<file path="config.mk">
export PLATFORM = sky130hd
export DESIGN_NAME = irq_cause_regs
export DESIGN_NICKNAME = d
export VERILOG_FILES = /design/src/rtl/irq_cause_regs.sv
export SDC_FILE = /design/constraint.sdc
export NUM_CORES = 1
export LEC_CHECK = 0
export CORE_MARGIN = 5
export CORE_UTILIZATION = 34
export DETAILED_ROUTE_END_ITERATION = 10
export GPL_TIMING_DRIVEN = 0
export PLACE_DENSITY = 0.83
export REMOVE_ABC_BUFFERS = 1
export SYNTH_ARGS = -nofsm -noshare
export SYNTH_HDL_FRONTEND = slang
export SYNTH_SLANG_ARGS = --single-unit
</file>
<file path="constraint.sdc">
create_clock -name clk -period 7.21 [get_ports clk]
set_clock_uncertainty 0.2 [all_clocks]
set_input_delay 1.8025 -clock clk [delete_from_list [all_inputs] [get_ports clk]]
set_output_delay 1.8025 -clock clk [all_outputs]
set_load 0.01 [all_outputs]
</file>
<file path="src/rtl/irq_cause_regs.sv">
module irq_cause_regs #(
  parameter int ADDR_W   = 8,
  parameter int IE_ADDR  = 0,
  parameter int IFG_ADDR = 2
) (
  input  logic              clk,
  input  logic              por_i,
  input  logic              pin_rst_i,
  input  logic              puc_i,
  input  logic              wdt_evt_i,
  input  logic              osc_fault_i,
  input  logic              nmi_edge_i,
  input  logic              wr_en_i,
  input  logic [ADDR_W-1:0] addr_i,
  input  logic [7:0]        wdata_i,
  output logic [7:0]        rdata_o,
  output logic [7:0]        ie_o,
  output logic [7:0]        ifg_o
);
  localparam logic [7:0] IE_MASK  = 8'h33;
  localparam logic [7:0] IFG_MASK = 8'h1F;
  localparam logic [7:0] IFG_POR  = 8'h06;

  logic [7:0] ie_q, ifg_q;

  wire sel_ie  = addr_i == ADDR_W'(IE_ADDR);
  wire sel_ifg = addr_i == ADDR_W'(IFG_ADDR);
  wire [7:0] hw_set = {3'b000, nmi_edge_i, 2'b00, osc_fault_i, wdt_evt_i};

  always_ff @(posedge clk) begin
    if (por_i) begin
      ie_q  <= 8'h00;
      ifg_q <= IFG_POR;
    end else if (pin_rst_i) begin
      ie_q  <= 8'h00;
      ifg_q <= {4'b0000, 1'b1, ifg_q[2], 1'b1, 1'b0};
    end else if (puc_i) begin
      ie_q  <= 8'h00;
      ifg_q <= {4'b0000, ifg_q[3], ifg_q[2], 1'b1, ifg_q[0] | wdt_evt_i};
    end else begin
      if (wr_en_i && sel_ie)
        ie_q <= wdata_i & IE_MASK;
      ifg_q <= (((wr_en_i && sel_ifg) ? wdata_i : ifg_q) | hw_set) & IFG_MASK;
    end
  end

  assign ie_o    = ie_q;
  assign ifg_o   = ifg_q;
  assign rdata_o = sel_ie ? ie_q : (sel_ifg ? ifg_q : 8'h00);
endmodule

</file>
==> metrics, run 1 <==
Storage cell area=180 um2; initial core utilization=35.3%; Nets=136; outcome=complete, no violations; Port Buffer Count=36; Lkg Pwr=0.336 nW; Pwr Density=123 nW/um2; H-tree Lvls=1; sequential share of the synthesized area=30.2%; Setup crit end kind=primary output; CP Launch Type=input pin; layout cells sized above 1=2.70%; Post-synth top flop=dfxtp_1; worst-case vdd ir drop=96.3 uV; reg-to-reg slack, setup=6.23 ns; Max Clk Rate=159 MHz; Hold Fails Final Rpt=0; core area=1690 um2; vias in the first global route=632; Total GRT Usage=14.0%; worst-skew pair later-pin latency=0.26 ns; Final Critical Period=6.29 ns; MaxCap Viol Count=0; top-area cell type share of the netlist area=30.2%; die area=2690 um2; # Post-CTS Setup Buffers=0; Worst Reg-to-Reg Cells=2; die width=51.9 um; EDFF count, synth=0; RePlAce Congestion=0.816; Yosys cell types=26; quantity of gates resized following cts=0; # rows=15; reg-to-reg startpoint=ifg_o[0]$_SDFF_PP0_; antenna violations before repair=0; Synth area leaders=dfxtp_1 (30%), buf_4 (11%), o31ai_1 (8.8%); ys async rst share=0%; Finish-stage setup viols=0; DR iter-0 viols=15; drt drc=0; first-pass GRT wire length=2810 um; clock sinks=9; Slew headroom=26.0%; drt pass-1 iters=4; Final Cycle Share=87.2%; CTS root buf=clkbuf_4; largest net degree at the start of global routing=12; ANT nets after route=0; HPWL Detailed=1430 um; Worst Hold Path EP=ie_o[5]$_SDFFE_PP0P_; Cells after Synth=76; Clock Tree Buf Depth=2; Mean Syn Cell Area=7.85 um2; Layout area overhead=59.5%; final design utilization=56.4%; Diodes inserted=0; drt total wl=1770 um; hold path cells=2; RSZ-0062 raised after global routing=no; post-synthesis register bit count=9; clock transition at the registers of the reported paths=0.06 ns; Slew @ Worst Pin=1.10 ns; critical path fanouts, max=8; Ys Warns=0; Setup TNS Final=0 ns; Vias=671; remaining global-route overflow=0; area leader, netlist=dfxtp_1; FILL cells=164; Die Y=51.9 um; worst endpoint data arrival time=4.29 ns; reg2reg end=ifg_o[0]$_SDFF_PP0_; footprint of the multi-input gates=357 um2; TritonCTS clock tree=built; Via density=5.24; HP Start=ie_o[5]$_SDFFE_PP0P_; Hold Path Class=reg -> reg; cell area after placement=926 um2; post-route cell area=952 um2; Post-CTS Hold Fix Bufs=0; Worst Path Required=5.21 ns; commonest cells in the netlist=buf_4 (9), dfxtp_1 (9), nor2_1 (7), o31ai_1 (7), a21oi_1 (6); drt wl/cell=13.8 um; synthesized cell area=597 um2; crit path kind=in -> out; Ports=48; Slew Limit Fails=0; cts bufs inserted=3
worst max-delay path by stage:
stage	startpoint	depth (start not counted)	endpoint
after floorplan	addr_i[7]	3	rdata_o[5]
after global placement	addr_i[7]	5	rdata_o[5]
after detailed placement	addr_i[7]	5	rdata_o[5]
after CTS	addr_i[7]	5	rdata_o[5]
after global routing	addr_i[7]	5	rdata_o[5]
final	addr_i[7]	5	rdata_o[5]
layout by cell type, fill, tap and decap left out, types with 3 or more instances in the layout:
cell type,n
dfxtp_1,9
nor2_1,7
mux2i_1,4
conb_1,9
o31ai_1,7
clkbuf_4,3
nand4_1,4
a21oi_1,6
clkdlybuf4s50_1,36
nor4_1,3
power by group:
group / internal [W] / switching [W] / total [W]
registers: 0.0000505 / 0.000000673 / 0.0000512
clock network: 0.0000214 / 0.0000187 / 0.0000401
logic: 0.0000142 / 0.0000115 / 0.0000257
total: 0.0000861 / 0.0000309 / 0.000117
final cells by class:
| type | count | area share, % |
|---|---|---|
| tap | 17 | 2.23 |
| sequential | 9 | 18.9 |
| inverter | 2 | 0.788 |
| clock buffer | 4 | 2.76 |
| multi-input combinational | 60 | 37.5 |
| timing repair buffer | 36 | 37.8 |
cells by family after synthesis:
family                 after synthesis  share of synthesized area (%)
AO/OA/AOI/OAI                       18                           20.1
other                                1                          0.628
AND/OR/NAND/NOR                     29                           27.3
flip-flops                           9                           30.2
multiplexers                         4                           6.71
buffers and inverters               15                           15.1
stage by stage:
stage / hold WS [ns] / setup WS [ns] / cells / total power [W]
final: 0.286 / 0.922 / 128 / 0.000117
after global routing: 0.309 / 0.725 / 128 / 0.000123
after CTS: 0.285 / 0.918 / 128 / 0.000118
after detailed placement: 0.274 / 0.919 / 124 / 0.0000778
after global placement: 0.269 / 0.940 / 124 / 0.0000774
after floorplan: 0.290 / 2.12 / 71 / 0.0000608
routing by layer:
metal	vias to the layer above	GRT usage [%]	share of wire, %	wire [um]
met4	0	3.49	0.73	13
met5	-	0	0	0
met2	28	22.8	50	877
li1	338	-	-	-
met1	300	15.4	38	681
met3	5	8.02	11	196
worst max-delay path, cell delays in order:
cell             delay [ns]
clkdlybuf4s50_1        0.41
nor4_1                 0.94
nand2_1                0.31
nor3b_1                0.26
clkdlybuf4s50_1        0.56
Note: power is estimated with default switching activity, not from simulation.
==> inputs of run 2 (changes only) <==
==> constraint.sdc (replaced) <==
create_clock -name clk -period 7.7 [get_ports clk]
set_clock_uncertainty 0.2 [all_clocks]
set_input_delay 1.925 -clock clk [delete_from_list [all_inputs] [get_ports clk]]
set_output_delay 1.925 -clock clk [all_outputs]
set_load 0.01 [all_outputs]
==> results of run 2 <==
Same layout as run 1 (identical final DEF). Status: complete, no violations.
Among the figures that moved: setup slack after placement 0.919 ns -> 1.16 ns; setup slack after layout 0.922 ns -> 1.17 ns; register-to-register setup slack 6.23 ns -> 6.72 ns; total power 0.000117 W -> 0.000110 W; worst IR drop on VDD 96.3 uV -> 90.2 uV
==> inputs of run 3 (changes only) <==
--- a/config.mk
+++ b/config.mk
@@ -6,10 +6,10 @@
 export NUM_CORES = 1
 export LEC_CHECK = 0
 export CORE_MARGIN = 5
-export CORE_UTILIZATION = 34
+export CORE_UTILIZATION = 29
 export DETAILED_ROUTE_END_ITERATION = 10
 export GPL_TIMING_DRIVEN = 0
-export PLACE_DENSITY = 0.83
+export PLACE_DENSITY = 0.75
 export REMOVE_ABC_BUFFERS = 1
 export SYNTH_ARGS = -nofsm -noshare
 export SYNTH_HDL_FRONTEND = slang
==> constraint.sdc (replaced) <==
create_clock -name clk -period 5.5 [get_ports clk]
set_clock_uncertainty 0.2 [all_clocks]
set_input_delay 1.375 -clock clk [delete_from_list [all_inputs] [get_ports clk]]
set_output_delay 1.375 -clock clk [all_outputs]
set_load 0.01 [all_outputs]
==> run 3 against run 2 <==
  * Final cell count increased by 7.8%
  * Final area increased by 2.0%
  * Count of clock-buffer cells in the layout unchanged
  * Power increased by 45%
  * Critical path type unchanged
  * Largest cell class is now multi-input combinational cells
==> metrics, run 3 (same netlist as run 1, synthesis figures left out) <==
outcome=complete, no violations; FILL cells=205 (+25%); drt total wl=2020 um (+14%); Setup crit end kind=primary output; antenna violations before repair=0 (unchanged); Storage cell area=180 um2 (unchanged); post-placement cell count=134 (+8.1%); Die Y=55.4 um (+6.7%); Worst Path Required=3.92 ns; Hold Path Class=reg -> reg; first-pass GRT wire length=3440 um (+22%); Slew Limit Fails=0 (unchanged); largest net degree at the start of global routing=12 (unchanged); initial core utilization=30.4% (-4.9 points); clock sinks=9 (unchanged); core area=1960 um2 (+16%); Clock Tree Buf Depth=2 (unchanged); most common cell after layout, fill and taps aside=clkdlybuf4s50_1; die width=55.4 um (+6.7%); Lkg Pwr=0.336 nW (+0.14%); Port Buffer Count=36 (unchanged); drt wl/cell=14.6 um (+5.8%); most frequent cells in the layout=clkdlybuf4s50_1 (36), dfxtp_1 (9), conb_1 (9); cell area after placement=938 um2 (+1.4%); Finish-stage setup viols=0 (unchanged); critical path fanouts, max=8 (unchanged); post-route cell area=971 um2 (+2.0%); layout cells sized above 1=3.60% (+0.90 points); ANT nets after route=0 (unchanged); fin cells=138 (+7.8%); Via density=5.12 (-2.4%); RSZ-0062 raised after global routing=no; # rows=16 (+1); die area=3070 um2 (+14%); H-tree Lvls=1 (unchanged); Final Cycle Share=94.1%; Slew @ Worst Pin=0.850 ns (-0.250 ns); remaining global-route overflow=0 (unchanged); RePlAce Congestion=0.838 (+2.7%); DR iter-0 viols=16 (+1); crit path kind=in -> out; Hold Fails Final Rpt=0 (unchanged); TritonCTS clock tree=built; Ports=48 (unchanged); Nets=136 (unchanged); CP Launch Type=input pin; Vias=706 (+5.2%); Max Clk Rate=193 MHz; HPWL Detailed=1550 um (+8.2%); clock transition at the registers of the reported paths=0.06 ns (about the same); Slew headroom=42.9% (+17 points); Total GRT Usage=13.9% (-0.091 points); drt pass-1 iters=4 (unchanged); worst-skew pair later-pin latency=0.27 ns (about the same); CTS root buf=clkbuf_4; footprint of the multi-input gates=363 um2 (+1.8%); vias in the first global route=752 (+19%); Layout area overhead=62.7%; Pwr Density=163 nW/um2; cts bufs inserted=3 (unchanged); worst endpoint data arrival time=3.60 ns; drt drc=0 (unchanged); MaxCap Viol Count=0 (unchanged); worst-case vdd ir drop=101 uV; Final Critical Period=5.18 ns; Diodes inserted=0 (unchanged)
-- run 3: cell types whose count changed in the layout (fill, tap and decap cells not counted) --
cell	change
nor4_1	-1
nor4_2	+1
-- run 3: worst max-delay path, stage by stage --
cell and delay (ns):
clkdlybuf4s50_1 0.41, nor3_1 0.71, nand2_1 0.29, nor3b_1 0.24, clkdlybuf4s50_1 0.57
-- run 3: per-stage QoR --
step	util [%]	power (W)	worst slack, ns	hold WS, ns	TNS, ns
after detailed placement	47.8	0.000102	-0.0392	0.283	-0.0392
after global placement	47.8	0.000102	0.0474	0.268	0
final	49.5	0.000158	0.324	0.290	0
after CTS	49.5	0.000158	0.330	0.292	0
after floorplan	-	0.0000797	1.26	0.290	0
after global routing	49.5	0.000163	0.124	0.317	0
-- run 3: area by class of cell --
class | instances | area share, %
Tap cell | 27 | 3.48
Inverter | 2 | 0.773
Timing Repair Buffer | 36 | 37.1
Multi-Input combinational cell | 60 | 37.4
Sequential cell | 9 | 18.6
Clock buffer | 4 | 2.71
-- run 3: path summary, 6_finish.rpt --
kind	start	end	slack [ns]	cells after the start
worst max-delay path	addr_i[0]	rdata_o[5]	0.32	5
worst min-delay path	ie_o[5]$_SDFFE_PP0P_	ie_o[5]$_SDFFE_PP0P_	0.29	2
worst max register to register	ifg_o[0]$_SDFF_PP0_	ifg_o[0]$_SDFF_PP0_	4.52	2
worst min register to register	ie_o[5]$_SDFFE_PP0P_	ie_o[5]$_SDFFE_PP0P_	0.29	2
-- run 3: metal layers --
layer / routed length [um] / up-vias / GRT usage [%]
met5: 0 / - / 0
met2: 1030 / 37 / 24.0
met4: 37 / 0 / 6.25
met1: 774 / 329 / 14.2
li1: - / 335 / -
met3: 180 / 5 / 6.29
-- run 3: what timing repair did --
item / 4_1_cts / 5_1_grt
setup endpoints to repair: 1 / 0
buffers inserted: 0 / 0
hold buffers: 0 / 0
gates resized for setup: 1 / 0
-- run 3: power by group --
group          leakage [nW]  switching (W)  internal (W)
clock                0.0150      0.0000284     0.0000282
sequential           0.0732    0.000000928     0.0000662
combinational         0.248      0.0000159     0.0000187
